### config.mk
export PLATFORM = sky130hd
export DESIGN_NAME = pkt_fifo_ctrl
export DESIGN_NICKNAME = d
export VERILOG_FILES = /design/src/rtl/pkt_fifo_pkg.sv /design/src/rtl/pf_store.sv /design/src/rtl/pf_count.sv /design/src/rtl/pf_fill.sv /design/src/rtl/pkt_fifo_ctrl.sv
export SDC_FILE = /design/constraint.sdc
export NUM_CORES = 1
export LEC_CHECK = 0
export BUFFER_PORTS_ARGS = -buffer_cell sky130_fd_sc_hd__buf_4
export CAP_MARGIN = 20
export CORE_MARGIN = 1.5
export CORE_UTILIZATION = 30
export CTS_CLUSTER_DIAMETER = 60
export DETAILED_ROUTE_END_ITERATION = 8
export PLACE_DENSITY = 0.5
export SYNTH_ARGS = -nofsm -noshare
export SYNTH_HDL_FRONTEND = slang
export SYNTH_SLANG_ARGS = --single-unit
### constraint.sdc
create_clock -name clk -period 4.8 [get_ports clk]
set_input_delay 0.24 -clock clk [delete_from_list [all_inputs] [get_ports clk]]
set_output_delay 0.24 -clock clk [all_outputs]
set_load 0.02 [all_outputs]
### src/rtl/pkt_fifo_pkg.sv
package pkt_fifo_pkg;
  typedef enum logic [0:0] {
    FILL_WAIT = 1'b0,
    FILL_RUN  = 1'b1
  } fill_state_t;

  function automatic int unsigned max_depth(input int unsigned seg, input int unsigned len_w);
    return seg * (1 << len_w);
  endfunction
endpackage

### src/rtl/pf_store.sv
module pf_store #(
  parameter int unsigned DATA_W = 8,
  parameter int unsigned DEPTH  = 64,
  parameter int unsigned PTR_W  = 6
) (
  input  logic              clk,
  input  logic              we,
  input  logic [PTR_W-1:0]  waddr,
  input  logic [DATA_W-1:0] wdata,
  input  logic [PTR_W-1:0]  raddr,
  output logic [DATA_W-1:0] rdata
);
  logic [DATA_W-1:0] mem [DEPTH];

  always_ff @(posedge clk) begin
    if (we) mem[waddr] <= wdata;
  end

  assign rdata = mem[raddr];
endmodule

### src/rtl/pf_count.sv
module pf_count #(
  parameter int unsigned LEN_W = 2,
  parameter int unsigned SEG   = 16,
  parameter int unsigned CNT_W = 7,
  parameter int unsigned PTR_W = 6
) (
  input  logic             clk,
  input  logic             rst_n,
  input  logic [LEN_W-1:0] len_code,
  input  logic             push_try,
  input  logic             pop,
  input  logic             clr_req,
  output logic             flush,
  output logic             wr_en,
  output logic [PTR_W-1:0] wptr,
  output logic [PTR_W-1:0] rptr,
  output logic [CNT_W-1:0] count,
  output logic             full,
  output logic             overflow
);
  logic [LEN_W-1:0] len_q;
  logic [CNT_W-1:0] depth;
  logic [PTR_W-1:0] last_idx;
  logic             len_chg;
  logic             do_pop;
  logic             do_push;
  logic             drop;

  assign depth    = CNT_W'((32'(len_q) + 32'd1) * SEG);
  assign last_idx = PTR_W'(depth - CNT_W'(1));
  assign len_chg  = (len_code != len_q);
  assign flush    = clr_req || len_chg;
  assign full     = (count == depth);
  assign do_pop   = pop && (count != '0) && !flush;
  assign do_push  = push_try && (!full || do_pop) && !flush;
  assign drop     = push_try && full && !do_pop && !flush;
  assign wr_en    = do_push;

  function automatic logic [PTR_W-1:0] step(input logic [PTR_W-1:0] p,
                                            input logic [PTR_W-1:0] lim);
    return (p == lim) ? '0 : p + PTR_W'(1);
  endfunction

  always_ff @(posedge clk or negedge rst_n) begin
    if (!rst_n) begin
      len_q    <= '0;
      count    <= '0;
      wptr     <= '0;
      rptr     <= '0;
      overflow <= 1'b0;
    end else begin
      len_q <= len_code;
      if (flush) begin
        count <= '0;
        wptr  <= '0;
        rptr  <= '0;
        if (clr_req) overflow <= 1'b0;
      end else begin
        if (drop) overflow <= 1'b1;
        if (do_push) wptr <= step(wptr, last_idx);
        if (do_pop)  rptr <= step(rptr, last_idx);
        case ({do_push, do_pop})
          2'b10:   count <= count + CNT_W'(1);
          2'b01:   count <= count - CNT_W'(1);
          default: count <= count;
        endcase
      end
    end
  end


  count_in_range_chk: assert property (@(posedge clk) disable iff (!rst_n)
    count <= depth);


  push_grows_chk: assert property (@(posedge clk) disable iff (!rst_n)
    (push_try && !full && !pop && !flush) |=> (count == $past(count) + CNT_W'(1)));


  drop_sets_ovf_chk: assert property (@(posedge clk) disable iff (!rst_n)
    (push_try && full && !pop && !flush) |=> (overflow && count == $past(count)));


  clear_empties_chk: assert property (@(posedge clk) disable iff (!rst_n)
    clr_req |=> (count == '0 && !overflow));


  push_pop_hold_chk: assert property (@(posedge clk) disable iff (!rst_n)
    (push_try && pop && count != '0 && !flush) |=> (count == $past(count)));


  len_change_flush_chk: assert property (@(posedge clk) disable iff (!rst_n)
    (len_code != len_q) |=> (count == '0));
endmodule

### src/rtl/pf_fill.sv
module pf_fill
  import pkt_fifo_pkg::*;
(
  input  logic clk,
  input  logic rst_n,
  input  logic dir_tx,
  input  logic fill_mode,
  input  logic fill_on,
  input  logic sync_det,
  input  logic restart,
  output logic fill_en
);
  fill_state_t state_q, state_d;

  always_comb begin
    state_d = state_q;
    if (dir_tx || fill_mode || restart) begin
      state_d = FILL_WAIT;
    end else if (state_q == FILL_WAIT && sync_det) begin
      state_d = FILL_RUN;
    end
  end

  always_ff @(posedge clk or negedge rst_n) begin
    if (!rst_n) state_q <= FILL_WAIT;
    else        state_q <= state_d;
  end

  always_comb begin
    if (dir_tx)         fill_en = 1'b1;
    else if (fill_mode) fill_en = fill_on;
    else                fill_en = (state_q == FILL_RUN);
  end


  wait_holds_chk: assert property (@(posedge clk) disable iff (!rst_n)
    (!dir_tx && !fill_mode && !fill_en && !sync_det) |=> (!fill_en || fill_mode || dir_tx));


  sync_starts_chk: assert property (@(posedge clk) disable iff (!rst_n)
    (!dir_tx && !fill_mode && sync_det && !restart) |=> (fill_en || fill_mode || dir_tx));
endmodule

### src/rtl/pkt_fifo_ctrl.sv
module pkt_fifo_ctrl
  import pkt_fifo_pkg::*;
#(
  parameter int unsigned DATA_W = 8,
  parameter int unsigned LEN_W  = 2,
  parameter int unsigned THR_W  = 6,
  parameter int unsigned SEG    = 16
) (
  input  logic              clk,
  input  logic              rst_n,
  input  logic [LEN_W-1:0]  cfg_len,
  input  logic [THR_W-1:0]  cfg_thr,
  input  logic              cfg_fill_mode,
  input  logic              cfg_fill_on,
  input  logic              cfg_dir_tx,
  input  logic              ovf_clr,
  input  logic              sync_det,
  input  logic              ser_busy,
  input  logic              wr_valid,
  output logic              wr_ready,
  input  logic [DATA_W-1:0] wr_data,
  output logic              rd_valid,
  input  logic              rd_ready,
  output logic [DATA_W-1:0] rd_data,
  output logic              thr_irq,
  output logic              not_empty,
  output logic              full,
  output logic              overflow,
  output logic              tx_pending
);
  localparam int unsigned MAX_D = max_depth(SEG, LEN_W);
  localparam int unsigned PTR_W = $clog2(MAX_D);
  localparam int unsigned CNT_W = $clog2(MAX_D + 1);

  logic             fill_en;
  logic             flush;
  logic             wr_en;
  logic [PTR_W-1:0] wptr, rptr;
  logic [CNT_W-1:0] count;
  logic [CNT_W-1:0] thr_lvl;
  logic             push_try, pop;

  assign wr_ready = fill_en;
  assign push_try = wr_valid && fill_en;
  assign rd_valid = (count != '0);
  assign pop      = rd_valid && rd_ready;

  pf_fill u_fill (
    .clk       (clk),
    .rst_n     (rst_n),
    .dir_tx    (cfg_dir_tx),
    .fill_mode (cfg_fill_mode),
    .fill_on   (cfg_fill_on),
    .sync_det  (sync_det),
    .restart   (flush),
    .fill_en   (fill_en)
  );

  pf_count #(
    .LEN_W (LEN_W),
    .SEG   (SEG),
    .CNT_W (CNT_W),
    .PTR_W (PTR_W)
  ) u_count (
    .clk      (clk),
    .rst_n    (rst_n),
    .len_code (cfg_len),
    .push_try (push_try),
    .pop      (pop),
    .clr_req  (ovf_clr),
    .flush    (flush),
    .wr_en    (wr_en),
    .wptr     (wptr),
    .rptr     (rptr),
    .count    (count),
    .full     (full),
    .overflow (overflow)
  );

  pf_store #(
    .DATA_W (DATA_W),
    .DEPTH  (MAX_D),
    .PTR_W  (PTR_W)
  ) u_store (
    .clk   (clk),
    .we    (wr_en),
    .waddr (wptr),
    .wdata (wr_data),
    .raddr (rptr),
    .rdata (rd_data)
  );

  assign thr_lvl    = CNT_W'(cfg_thr) + CNT_W'(1);
  assign thr_irq    = !cfg_dir_tx && (count >= thr_lvl);
  assign not_empty  = rd_valid;
  assign tx_pending = cfg_dir_tx && (rd_valid || ser_busy);


  tx_pending_busy_chk: assert property (@(posedge clk) disable iff (!rst_n)
    (cfg_dir_tx && ser_busy) |-> tx_pending);


  thr_tx_quiet_chk: assert property (@(posedge clk) disable iff (!rst_n)
    cfg_dir_tx |-> !thr_irq);
endmodule

Word-level counts from Yosys, hierarchy flattened:

Memory sizes are Yosys's and may differ from the RTL's.
Cells that the tools add are included.

* memories kept: 1
* RAM bits: 512
* output and inout bits: 15
* register bits: 23
* logic and storage cells: 68
* bits of input ports: 26

Memory list
* u_store.mem: depth 64, bits a word 8, read ports 1, clocked after Yosys merged registers in 0, write ports 1, line pf_store.sv:13 `logic [DATA_W-1:0] mem [DEPTH];`

* $lt $le $gt $ge: 1
* equal/unequal tests: 7
* $add $sub $neg: 7
* bitwise gates (word level): 1
* reductions and logical operators: 28
* muxes and demuxes: 17

Operators with widths (count)
* 6-bit two-way mux: 6
* 7-bit case mux with 2 select lines: 1
* 6-bit by 1-bit adder with 6-bit output (second input constant): 2
* 6-bit equality test: 2
* 1-bit logical AND: 12
* 1-bit two-way mux: 9
* 2-bit nonzero test: 4
* 6-bit by 1-bit adder with 7-bit output (second input constant): 1
* 7-bit by 1-bit adder with 7-bit output (second input constant): 1
* 7-bit equality test: 1
* 7-bit greater-or-equal comparator: 1
* 7-bit two-way mux: 1
* 7-bit nonzero test: 1
* 7-bit by 1-bit subtractor with 7-bit output (second input constant): 1
* 6-bit by 1-bit subtractor with 6-bit output (second input constant): 1
* 1-bit logical OR: 5
* 1-bit zero test: 4
* 2-bit by 1-bit adder with 3-bit output (second input constant): 1
* 3-bit nonzero test: 1
* 2-bit by 1-bit equality test with 1-bit output (second input constant): 1
* 2-bit equality test (second input constant): 1
* 2-bit inequality test: 1
* 2-bit inequality test (second input constant): 1
* 2-bit AND reduction: 1
* 1-bit NOT: 1

Longest topological paths before layout:

* depth in word-level cells: 10
* gate-level depth with buffers: 17
* mapped depth without buffers: 15

Hierarchy:

Synthesis repeated with hierarchy kept, for this count alone.

* cell total of the unflattened synthesis: 1120
* area total of the unflattened synthesis: 21750.9 um2

By module, submodules not included
* pf_store: instances 1, area each 20006.7 um2, cells an instance 932, seq. area each 15374.7 um2
* pf_count: instances 1, area each 1416.4 um2, cells an instance 146, seq. area each 550.5 um2
* pkt_fifo_ctrl: instances 1, area each 277.8 um2, cells an instance 37, seq. area each 0.0 um2
* pf_fill: instances 1, area each 50.0 um2, cells an instance 5, seq. area each 25.0 um2

Least setup slack after synthesis:

Ideal clock, no wire load.

* path kind: register to register
* start point: reg u_count.len_q[1]
* end point: reg u_count.count[6]
* clock period less this slack: 3.815 ns
* setup time: 0.132 ns
* path slack: 0.985 ns
* cell stages (with the launch flop): 18
* data required time: 4.668 ns
* arrival: 3.683 ns
* cell sequence: dfrtp_1 -> ha_1 -> xnor2_1 -> and4_1 -> a21oi_1 -> buf_2 -> and2b_4 -> inv_1 -> ha_1 -> clkbuf_1 -> xor2_1 -> ha_1 -> or3_1 -> a21oi_1 -> or4_1 -> a31oi_1 -> xnor2_1 -> nor2_1

* elaborated cells on any way between the ends: 15

RTL lines
* start, declared: line pf_count.sv:21 `logic [LEN_W-1:0] len_q;`
* start signal, assigned: line pf_count.sv:52 `len_q <= len_code;`
* 2-bit by 1-bit adder with 3-bit output (*): line pf_count.sv:29 `assign depth = CNT_W'((32'(len_q) + 32'd1) * SEG);`
* 7-bit equality test (*): line pf_count.sv:33 `assign full = (count == depth);`
* named net full: line pkt_fifo_ctrl.sv:27 `output logic full,`
* 1-bit zero test (*): line pf_count.sv:35 `assign do_push = push_try && (!full || do_pop) && !flush;`
* 1-bit logical OR (*): line pf_count.sv:35
* 1-bit logical AND (*) (2 in a row): line pf_count.sv:35
* 2-bit by 1-bit equality test with 1-bit output or 2-bit equality test (tied branches): line pf_count.sv:62 `case ({do_push, do_pop})`
* 7-bit case mux with 2 select lines: line pf_count.sv:62
* 7-bit two-way mux: line pf_count.sv:53 `if (flush) begin`
* end signal, assigned: line pf_count.sv:63 `2'b10: count <= count + CNT_W'(1);`
* end signal, assigned: line pf_count.sv:64 `2'b01: count <= count - CNT_W'(1);`
* end signal, assigned: line pf_count.sv:65 `default: count <= count;`
* end, declared: line pf_count.sv:17 `output logic [CNT_W-1:0] count,`

Mark *: on every way through the listed nets, which the timed path passes. The rest lies on a longest branch.
A chain may end at the register's enable or synchronous reset.

Final worst setup path:

* start point: reg u_count.rptr[0]
* end point: out rd_data[0]

* longest elaborated chain between the ends: 1

Ends and longest elaborated chain
* start, declared: line pf_count.sv:16 `output logic [PTR_W-1:0] rptr,`
* start signal, assigned: line pf_count.sv:61 `if (do_pop) rptr <= step(rptr, last_idx);`
* memory read 64 x 8 bit
* end, declared: line pkt_fifo_ctrl.sv:24 `output logic [DATA_W-1:0] rd_data,`

Every way passes these cells.

==> flow_summary_export.csv <==
group,metric,value,unit
run_status,status,"completed",
synthesis,yosys.area_share.xor_xnor,0.8891,%
clock_network,cts_hold_buf,7,
final_layout,register_area,15960,µm²
floorplanning,num_io_pins,41,
detailed_routing,vias,10870,
setup_path,r2r_slack,870,ps
detailed_routing,drt_drc_violations_left,0,
placed_design,post_dp_cell_area,23090,µm²
placed_design,portBuffers,40,
floorplanning,dieArea,73860,µm²
clock_network,clock-root-buffer,"clkbuf_16",
clock_network,tritoncts,"done",
sta,relSlewSlack,30.04,%
synthesis,ys_dominant_reg_cell,"edfxtp_1",
worst_hold_path,hp-class,"input port to asynchronous set/reset pin",
sta,report.final.slew_viol_count,0,
floorplanning,die_width,271.8,µm
synthesis,syn_avg_cell_area,19.25,µm²
placed_design,dp.cells,2088,
setup_path,cp_max_fo,37,
sta,rsz0062_at_grt,"false",
setup_path,cpMostUsedCell,"buf_12",
global_route,grt_antenna_before_repair,1,
synthesis,async_flop_share,4.299,%
floorplanning,die_y,271.8,µm
power_and_ir_drop,vdd_ir_drop_max,0.2734,mV
synthesis,ys_warn_count,0,
synthesis,synth_compound_area_share,3.701,%
global_route,grt_pass1_wl,76620,µm
sta,report.final.hold_viol_count,0,
detailed_routing,final_antenna_net_count,0,
synthesis,synth_top_area_cell,"edfxtp_1",
sta,report.final.setup_viol,0,
synthesis,synth_simple_gate_area_share,5.167,%
global_route,grt_pass1_vias,11120,
synthesis,synth_edf_count,512,
global_route,grt_usage,14.16,%
synthesis,synth_cell_types,59,
placed_design,routabilityCongestion,0.7941,
clock_network,cts_setup_buffers,0,
detailed_routing,drtIter0Drc,840,
power_and_ir_drop,p_per_area,382.7,nW/µm²
sta,fin_crit_sh,83.78,%
power_and_ir_drop,leakage,7.680,nW
synthesis,synth_top_family_by_area,"multiplexers",
clock_network,clk_pin_slew,60,ps
synthesis,synthAdderAreaFrac,0.8083,%
setup_path,endpoint_kind,"output port",
global_route,grt_max_degree,65,
clock_network,htree_levels,2,
clock_network,cts_resized,0,
detailed_routing,dr.pass1.iters,5,
setup_path,timing.setup.critical_path_class,"register to output port",
clock_network,clk_latency,630,ps
placed_design,dp_hpwl,31020,µm
setup_path,crit_family,"flip-flops",
setup_path,start_kind,"register",
detailed_routing,wl_per_cell,23.65,µm
synthesis,syn_area,21670,µm²
floorplanning,rows,98,
setup_path,slowest_stage,"dfrtp_4",
clock_network,clock_path_buffers,3,
setup_path,required,4560,ps
synthesis,ys_seq_elements,535,
synthesis,synth.area.mux_share,14.02,%
floorplanning,core,71490,µm²
synthesis,yosysMostFrequentCell,"edfxtp_1",
final_layout,multi_input_area,5329,µm²
setup_path,path_cells,"buf_12 > buf_12 > mux4_2 > o22ai_1 > nor3_1 > nor2_1 > a31oi_1 > and3_1 > buf_4",
synthesis,syn_nets,1166,
final_layout,final_area,25000,µm²
synthesis,yosys-top-cells-area,"edfxtp_1 71%, mux4_2 13%, dfrtp_1 2.7%",
sta,finalSetupTns,0,ps
synthesis,synth_common_cells,"512 x edfxtp_1, 128 x mux4_2, 103 x nor2_1",
setup_path,crit_start,"u_count.rptr[0]$_DFFE_PN0P_",
sta,skew,24.84,ps
final_layout,fin_nets,1245,
final_layout,drive_above_1_share,24.04,%
final_layout,final_cells,2202,
final_layout,area_growth,15.34,%
setup_path,rr_startpoint,"u_count.len_q[0]$_DFF_PN0_",
synthesis,yosysTopAreaCellShare,70.95,%
detailed_routing,wl,52070,µm
sta,period_needed,4021,ps
setup_path,arrival,3780,ps
final_layout,nFillCells,6688,
setup_path,cp_num_buf_inv,3,
synthesis,netlist_instances,1126,
global_route,globalRouteOverflowTotal,0,
flow_run,maxCapViolCount,0,
final_layout,num_antenna_cells,0,
synthesis,seq_area_frac_synth,73.60,%
detailed_routing,vias_per_cell,4.935,
clock_network,numCtsBuffers,58,
floorplanning,initial_utilization,30.31,%
sta,holdWs,69.20,ps
setup_path,slowest_delay,950,ps
sta,fmax,248.7,MHz
clock_network,clock-sinks,535,
sta,worst_pin_slew,1046,ps
==> stage by stage <==
step / setup WS [ps] / power, mW / utilization [%]
global placement: 923.1 / 5.366 / 32.31
floorplan: 985.4 / 5.253 / -
detailed placement: 880.2 / 5.370 / 32.31
finish: 778.8 / 9.565 / 34.97
CTS: 697.7 / 9.673 / 34.97
global route: 531.8 / 9.833 / 34.97
==> per-layer routing <==
metal | track usage, % | vias up | wire length [µm]
met3 | 2.910 | 89 | 2692
met5 | 0 | - | 0
met1 | 18.74 | 5783 | 22620
met4 | 4.152 | 0 | 1311
li1 | - | 4745 | -
met2 | 23.48 | 250 | 25450
==> path summary, 6_finish.rpt <==
| path | to | cells after the start |
|---|---|---|
| max | rd_data[0] | 9 |
| min | u_count.count[3]$_DFFE_PN0P_ | 2 |
| max reg2reg | u_count.count[6]$_DFFE_PN0P_ | 16 |
| min reg2reg | u_count.count[6]$_DFFE_PN0P_ | 2 |
| max in group asynchronous | u_count.rptr[0]$_DFFE_PN0P_ | 2 |
| min in group clk | u_count.rptr[3]$_DFFE_PN0P_ | 3 |
==> registers in the layout, indices dropped and copies added, names as in the netlist <==
name              count
u_count.count         7
u_count.len_q         2
u_count.overflow      1
u_count.rptr          6
u_count.wptr          6
u_fill.state_q        1
u_store.mem         512
==> cell families (layout without fill, tap and decap cells) <==
kind of cell    count (synthesis)  after routing
fa+ha+maj                      14             14
simple gates                  225            225
compound gates                119            119
xor+xnor                       22             22
flops                         535            535
mux                           143            143
buf+inv                        68            194
==> power by group <==
group / switching (mW) / internal [mW] / total (mW)
sequential: 0.00293 / 5.12 / 5.12
clock: 1.82 / 2.48 / 4.30
combinational: 0.112 / 0.0383 / 0.151
total: 1.93 / 7.63 / 9.56
==> layout by cell type, fill, tap and decap left out, types with 14 or more instances in the layout <==
cell type	count
mux4_2	128
clkinv_1	14
o21ai_0	23
nor2_1	103
buf_4	71
edfxtp_1	512
clkbuf_1	14
nand2_1	32
ha_1	14
a21oi_1	22
nor2b_1	17
clkbuf_16	59
dfrtp_1	20
==> final cells by class <==
type                    instances  share of cell area [%]
multi-input cells             523                   21.32
repair buffers                 81                   2.653
flip-flops and latches        535                   63.86
clock buffers                  74                   6.172
well taps                     950                   4.755
inverters                       6                 0.09010
clock inverters                33                   1.151
(Power assumes the default switching activity.)
